### src/rtl/dma_xlat_pkg.sv
package dma_xlat_pkg;

  // Register kind carried in the upper two bits of the register index.
  typedef enum logic [1:0] {
    KIND_BASE  = 2'd0,
    KIND_MASK  = 2'd1,
    KIND_TBASE = 2'd2,
    KIND_NONE  = 2'd3
  } reg_kind_e;

  typedef struct packed {
    logic hit;
    logic miss;
    logic sg_err;
  } lk_flags_t;

endpackage

### src/rtl/dma_xlat_regs.sv
module dma_xlat_regs
  import dma_xlat_pkg::*;
#(
  parameter int NUM_WIN = 4,
  parameter int DATA_W  = 64,
  localparam int WIN_W  = $clog2(NUM_WIN),
  localparam int IDX_W  = WIN_W + 2
) (
  input  logic              clk,
  input  logic              rst,
  input  logic              wr_en,
  input  logic              rd_en,
  input  logic [IDX_W-1:0]  idx,
  input  logic [DATA_W-1:0] wdata,
  output logic [DATA_W-1:0] rdata,
  output logic              rvalid,
  output logic [DATA_W-1:0] base_o  [NUM_WIN],
  output logic [DATA_W-1:0] mask_o  [NUM_WIN],
  output logic [DATA_W-1:0] tbase_o [NUM_WIN]
);

  reg_kind_e        kind;
  logic [WIN_W-1:0] win;

  assign kind = reg_kind_e'(idx[IDX_W-1:WIN_W]);
  assign win  = idx[WIN_W-1:0];

  logic [DATA_W-1:0] base_q  [NUM_WIN];
  logic [DATA_W-1:0] mask_q  [NUM_WIN];
  logic [DATA_W-1:0] tbase_q [NUM_WIN];

  // One storage slice per window; an unmapped kind writes nothing.
  for (genvar w = 0; w < NUM_WIN; w++) begin : g_win
    always_ff @(posedge clk) begin
      if (rst) begin
        base_q[w]  <= '0;
        mask_q[w]  <= '0;
        tbase_q[w] <= '0;
      end else if (wr_en && win == WIN_W'(w)) begin
        case (kind)
          KIND_BASE:  base_q[w]  <= wdata;
          KIND_MASK:  mask_q[w]  <= wdata;
          KIND_TBASE: tbase_q[w] <= wdata;
          default:    ;
        endcase
      end
    end

    assign base_o[w]  = base_q[w];
    assign mask_o[w]  = mask_q[w];
    assign tbase_o[w] = tbase_q[w];
  end

  // Registered read path.
  always_ff @(posedge clk) begin
    if (rst) begin
      rdata  <= '0;
      rvalid <= 1'b0;
    end else begin
      rvalid <= rd_en;
      if (rd_en) begin
        case (kind)
          KIND_BASE:  rdata <= base_q[win];
          KIND_MASK:  rdata <= mask_q[win];
          KIND_TBASE: rdata <= tbase_q[win];
          default:    rdata <= '0;
        endcase
      end
    end
  end

endmodule

### src/rtl/dma_xlat_win.sv
module dma_xlat_win #(
  parameter int BUS_AW = 32,
  parameter int DATA_W = 64,
  parameter int CMP_LO = 20,
  parameter int CMP_HI = 30,
  localparam int CMP_W = CMP_HI - CMP_LO + 1
) (
  input  logic [BUS_AW-1:0] addr_i,
  input  logic [DATA_W-1:0] base_i,
  input  logic [DATA_W-1:0] mask_i,
  input  logic [DATA_W-1:0] tbase_i,
  output logic              match_o,
  output logic              sg_o,
  output logic [DATA_W-1:0] paddr_o
);

  logic [CMP_W-1:0]  care;
  logic [CMP_W-1:0]  diff;
  logic [DATA_W-1:0] pass;
  logic [DATA_W-1:0] addr_ext;
  logic              unused_bits;

  assign care = ~mask_i[CMP_HI:CMP_LO];
  assign diff = addr_i[CMP_HI:CMP_LO] ^ base_i[CMP_HI:CMP_LO];

  always_comb begin
    pass                 = '0;
    pass[CMP_HI:CMP_LO]  = mask_i[CMP_HI:CMP_LO];
    pass[CMP_LO-1:0]     = '1;
    addr_ext             = '0;
    addr_ext[BUS_AW-1:0] = addr_i;
  end

  assign match_o = base_i[0] && ((diff & care) == '0);
  assign sg_o    = base_i[1];
  assign paddr_o = (tbase_i & ~pass) | (addr_ext & pass);

  assign unused_bits = ^{base_i[DATA_W-1:CMP_HI+1], base_i[CMP_LO-1:2],
                         mask_i[DATA_W-1:CMP_HI+1], mask_i[CMP_LO-1:0]};

endmodule

### src/rtl/dma_xlat_pick.sv
module dma_xlat_pick
  import dma_xlat_pkg::*;
#(
  parameter int NUM_WIN = 4,
  parameter int DATA_W  = 64
) (
  input  logic [NUM_WIN-1:0] match_i,
  input  logic [NUM_WIN-1:0] sg_i,
  input  logic [DATA_W-1:0]  paddr_i [NUM_WIN],
  output lk_flags_t          flags_o,
  output logic [DATA_W-1:0]  paddr_o
);

  logic              found;
  logic              sel_sg;
  logic [DATA_W-1:0] sel_pa;

  // Scan from the top so the lowest matching index is the last to assign.
  always_comb begin
    found  = 1'b0;
    sel_sg = 1'b0;
    sel_pa = '0;
    for (int i = NUM_WIN - 1; i >= 0; i--) begin
      if (match_i[i]) begin
        found  = 1'b1;
        sel_sg = sg_i[i];
        sel_pa = paddr_i[i];
      end
    end
    flags_o.hit    = found & ~sel_sg;
    flags_o.miss   = ~found;
    flags_o.sg_err = found & sel_sg;
    paddr_o        = (found && !sel_sg) ? sel_pa : '0;
  end

endmodule

### src/rtl/dma_xlat.sv
module dma_xlat
  import dma_xlat_pkg::*;
#(
  parameter int NUM_WIN = 4,
  parameter int DATA_W  = 64,
  parameter int BUS_AW  = 32,
  parameter int CMP_LO  = 20,
  parameter int CMP_HI  = 30,
  localparam int WIN_W  = $clog2(NUM_WIN),
  localparam int IDX_W  = WIN_W + 2
) (
  input  logic              clk,
  input  logic              rst,
  input  logic              reg_wr_en,
  input  logic              reg_rd_en,
  input  logic [IDX_W-1:0]  reg_idx,
  input  logic [DATA_W-1:0] reg_wdata,
  output logic [DATA_W-1:0] reg_rdata,
  output logic              reg_rvalid,
  input  logic              lk_req,
  input  logic [BUS_AW-1:0] lk_addr,
  output logic              lk_valid,
  output logic              lk_hit,
  output logic              lk_miss,
  output logic              lk_sg_err,
  output logic [DATA_W-1:0] lk_paddr
);

  logic [DATA_W-1:0]  base  [NUM_WIN];
  logic [DATA_W-1:0]  mask  [NUM_WIN];
  logic [DATA_W-1:0]  tbase [NUM_WIN];
  logic [NUM_WIN-1:0] win_match;
  logic [NUM_WIN-1:0] win_sg;
  logic [DATA_W-1:0]  win_pa [NUM_WIN];
  lk_flags_t          pick_flags;
  logic [DATA_W-1:0]  pick_pa;

  dma_xlat_regs #(
    .NUM_WIN (NUM_WIN),
    .DATA_W  (DATA_W)
  ) u_regs (
    .clk     (clk),
    .rst     (rst),
    .wr_en   (reg_wr_en),
    .rd_en   (reg_rd_en),
    .idx     (reg_idx),
    .wdata   (reg_wdata),
    .rdata   (reg_rdata),
    .rvalid  (reg_rvalid),
    .base_o  (base),
    .mask_o  (mask),
    .tbase_o (tbase)
  );

  for (genvar w = 0; w < NUM_WIN; w++) begin : g_cmp
    dma_xlat_win #(
      .BUS_AW (BUS_AW),
      .DATA_W (DATA_W),
      .CMP_LO (CMP_LO),
      .CMP_HI (CMP_HI)
    ) u_win (
      .addr_i  (lk_addr),
      .base_i  (base[w]),
      .mask_i  (mask[w]),
      .tbase_i (tbase[w]),
      .match_o (win_match[w]),
      .sg_o    (win_sg[w]),
      .paddr_o (win_pa[w])
    );
  end

  dma_xlat_pick #(
    .NUM_WIN (NUM_WIN),
    .DATA_W  (DATA_W)
  ) u_pick (
    .match_i (win_match),
    .sg_i    (win_sg),
    .paddr_i (win_pa),
    .flags_o (pick_flags),
    .paddr_o (pick_pa)
  );

  // Result register: one cycle from request to valid.
  always_ff @(posedge clk) begin
    if (rst) begin
      lk_valid  <= 1'b0;
      lk_hit    <= 1'b0;
      lk_miss   <= 1'b0;
      lk_sg_err <= 1'b0;
      lk_paddr  <= '0;
    end else begin
      lk_valid  <= lk_req;
      lk_hit    <= lk_req & pick_flags.hit;
      lk_miss   <= lk_req & pick_flags.miss;
      lk_sg_err <= lk_req & pick_flags.sg_err;
      lk_paddr  <= lk_req ? pick_pa : '0;
    end
  end

endmodule

### config.mk
export PLATFORM = sky130hd
export DESIGN_NAME = dma_xlat
export DESIGN_NICKNAME = d
export VERILOG_FILES = /design/src/rtl/dma_xlat_pkg.sv /design/src/rtl/dma_xlat_regs.sv /design/src/rtl/dma_xlat_win.sv /design/src/rtl/dma_xlat_pick.sv /design/src/rtl/dma_xlat.sv
export SDC_FILE = /design/constraint.sdc
export NUM_CORES = 1
export LEC_CHECK = 0
export BUFFER_PORTS_ARGS = -buffer_cell sky130_fd_sc_hd__buf_2
export CORE_UTILIZATION = 56
export DETAILED_ROUTE_END_ITERATION = 12
export GPL_TIMING_DRIVEN = 0
export PLACE_DENSITY = 0.87
export SYNTH_ARGS = -nofsm -noshare
export SYNTH_HDL_FRONTEND = slang
export SYNTH_HIERARCHICAL = 1
export SYNTH_SLANG_ARGS = --single-unit
### constraint.sdc
create_clock -name clk -period 5.75 [get_ports clk]
set_input_delay 0.2875 -clock clk [delete_from_list [all_inputs] [get_ports clk]]
set_output_delay 0.2875 -clock clk [all_outputs]
set_load 0.005 [all_outputs]
==> flow_metrics.tcl <==
set metrics [dict create \
    grt_max_degree 32 \
    fin_hold_ws_ns 0.0331 \
    crit_arrival_ns 5.46 \
    worst_slew_pin_slew_ns 1.42 \
    rsz0062_at_grt "no" \
    cp-end-kind "register" \
    finalCriticalPeriod_ns 4.92 \
    crit_buf_inv 2 \
    cp_data_required_time_ns 6.29 \
    powerDensity_nw_per_um2 293 \
    hold_path.class "input pin to register" \
    syn_area_per_cell_sq_um 12.9 \
    first_global_vias 31100 \
    p_leak_nw 19.2 \
    critPathMaxFanout 10 \
    syn-cell-area_sq_um 44600 \
    slew_headroom 0.0492 \
    cts_sinks 901 \
    yosys-top-cells-area "edfxtp_1 52%, and2_1 11%, dfxtp_1 6.0%" \
    syn2layout_area_growth_pct 16.0 \
    syn_nets 3566 \
    max_clock_freq_mhz 203 \
    h-tree-depth 3 \
    firstDrtPassIters 7 \
    syn_inst 3461 \
    cts-buffers-inserted 92 \
    drc 0 \
    finClkSkew_ns 0.0346 \
    die-area_sq_um 80800 \
    drt-initial-drc-count 3967 \
    yosysTopAreaCellShare 0.517 \
    viasPerCell 6.19 \
    ios 238 \
    synth_seq_area_share 0.577 \
    antenna_found_initial 17 \
    die_x_microns 284 \
    gp_congestion 0.944 \
    cts-root-buf "clkbuf_16" \
    cts_tree "yes" \
    postRouteAntennaNets 0 \
    vias 31000 \
    core_area_sq_um 78900 \
    synth_edf_count 768 \
    start_kind "register" \
    vdd_drop_max_v 0.000231 \
    slowest_stage "or4_1" \
    grt_remaining_overflow 0 \
    synth_ff_type "edfxtp_1" \
    slowest_delay_ns 0.81 \
    synth-seq-cells 901 \
    outcome "completed" \
    hpwlAfterDp_microns 91300 \
    place_inst 4764 \
    period_share 0.856 \
    wirelength_microns 133000 \
    grt_use_total 0.323 \
    path_cells "xnor2_1, o21ai_0, or4_1, nor3_2, a211oi_1, a211oi_2, buf_2, buf_2, a211oi_2, and3b_1" \
    slew_violations 0 \
    placement_rows 103 \
    ys_types 40 \
    clk_pin_slew_ns 0.06 \
    portBuffers 212 \
    critPathKind "register to register" \
    synth.largest_area_cell "edfxtp_1" \
    hold_violations 0 \
    cts_setup_buffers 0 \
    synthArstFlopShare 0 \
    final_nets 3976 \
    die_y_microns 284 \
    yosysWarnings 6 \
    stdcell_count 5005 \
    finalSetupViolCount 0 \
    drv_cap 0 \
    detail_route.wl_per_cell_microns 26.6 \
    clkLatencyLatePin_ns 0.66 \
    initial_core_util 0.566 \
    fill_cells 5260 \
    drive_above_1_share 0.297 \
    clockBufferDepth 3 \
    critPathTopFamily "simple AND/OR/NAND/NOR gates" \
    grt_pass1_wl_microns 194000 \
]
-- stage by stage --
step / utilization / TNS, ns / area (sq um) / setup slack, ns / power, mW
finish: 0.656 / 0 / 51700 / 0.830 / 15.2
detailed placement: 0.610 / 0 / 48100 / 1.45 / 9.21
global placement: 0.596 / -1253.16 / 47000 / -4.71 / 9.10
floorplan: - / -40.89 / 44600 / -0.319 / 8.61
global route: 0.656 / 0 / 51700 / 0.795 / 15.5
CTS: 0.656 / 0 / 51700 / 1.39 / 15.1
-- synthesized netlist by cell type, types with 10 or more instances --
cell / number
a211oi_1: 73
a211oi_2: 57
a21oi_1: 64
a221o_1: 64
a22oi_1: 64
and2_1: 768
and3b_1: 67
buf_1: 10
buf_2: 65
buf_4: 240
buf_6: 11
clkbuf_1: 131
clkbuf_2: 74
dfxtp_1: 133
edfxtp_1: 768
inv_1: 65
mux2_2: 236
mux4_2: 64
nand2_1: 65
nand3b_1: 66
nor2_4: 12
nor2b_1: 67
o21ai_0: 76
o22ai_1: 84
o31ai_1: 68
xnor2_1: 44
-- placed cells by master (no fill, tap or decap), types with 65 or more instances in the layout --
cell type  count
and2_1       768
o21ai_0       68
mux2_2       236
nand3b_1      66
buf_4        240
edfxtp_1     768
nor2b_1       67
and3b_1       67
nand2_1       65
o22ai_1       84
inv_1         65
clkbuf_1     159
a211oi_1      73
clkbuf_2      74
dfxtp_1      133
clkbuf_16     95
buf_2        277
-- logic make-up (layout without fill, tap and decap cells) --
kind of cell | after synthesis | after routing | synth area share
buffers and inverters | 596 | 1084 | 0.0761
and+or+nand+nor | 1070 | 1070 | 0.154
muxes | 300 | 300 | 0.0919
DFF | 901 | 901 | 0.577
other | 0 | 6 | 0
xor gates and xnor gates | 44 | 44 | 0.00864
AOI/OAI and AO/OA | 550 | 550 | 0.0923
-- routing by layer --
layer | global-route usage | vias up | routed length, microns
li1 | - | 13200 | -
met1 | 0.384 | 14900 | 44600
met2 | 0.521 | 2306 | 62100
met3 | 0.101 | 571 | 18200
met4 | 0.180 | 18 | 8070
met5 | 0 | - | 122
-- worst paths after layout --
| path | depth (start not counted) | to | from | slack [ns] |
|---|---|---|---|---|
| max | 10 | lk_paddr[24] | u_regs/base_q[2][24] | 0.83 |
| min | 2 | lk_paddr[16] | lk_req | 0.03 |
| max reg2reg | 10 | lk_paddr[24] | u_regs/base_q[2][24] | 0.83 |
| min reg2reg | 2 | u_regs/rdata[19] | u_regs/rdata[19] | 0.50 |
-- final cells by class --
cell class | count | area, sq um | share of cell area
Inverter | 65 | 244 | 0.00472
Timing Repair Buffer | 316 | 2650 | 0.0511
Clock inverter | 43 | 430 | 0.00832
Multi-Input combinational cell | 1964 | 15600 | 0.302
Clock buffer | 129 | 2560 | 0.0496
Tap cell | 1050 | 1310 | 0.0254
Antenna cell | 6 | 15.0 | 0.000290
Buffer | 531 | 3150 | 0.0609
Sequential cell | 901 | 25700 | 0.497
-- where the power goes --
group	switching (mW)	internal, mW	leakage [nW]
sequential	0.184	7.46	8.44
clock	2.52	3.44	1.48
combinational	0.874	0.673	9.32
total	3.58	11.6	19.2
-- flip-flops by register name, indices dropped and copies added (netlist names) --
name            flops
u_regs/tbase_q    256
u_regs/base_q     256
u_regs/rdata       64
lk_valid            1
u_regs/rvalid       1
lk_hit              1
lk_sg_err           1
lk_miss             1
u_regs/mask_q     256
lk_paddr           64
-- timing repair --
action | in CTS | in global routing
hold buffers | 63 | 0
resized for setup | 0 | 0
hold endpoints to repair | 136 | 0
-- worst reg2reg max path: cells and delay by family (launching register included) --
kind,cells,cell delay [ns]
buffers and inverters,2,0.90
xor gates and xnor gates,1,0.15
and+or+nand+nor,3,1.82
AOI/OAI and AO/OA,4,1.50
DFF,1,0.44
No activity file was read; power rests on OpenSTA's default activity.
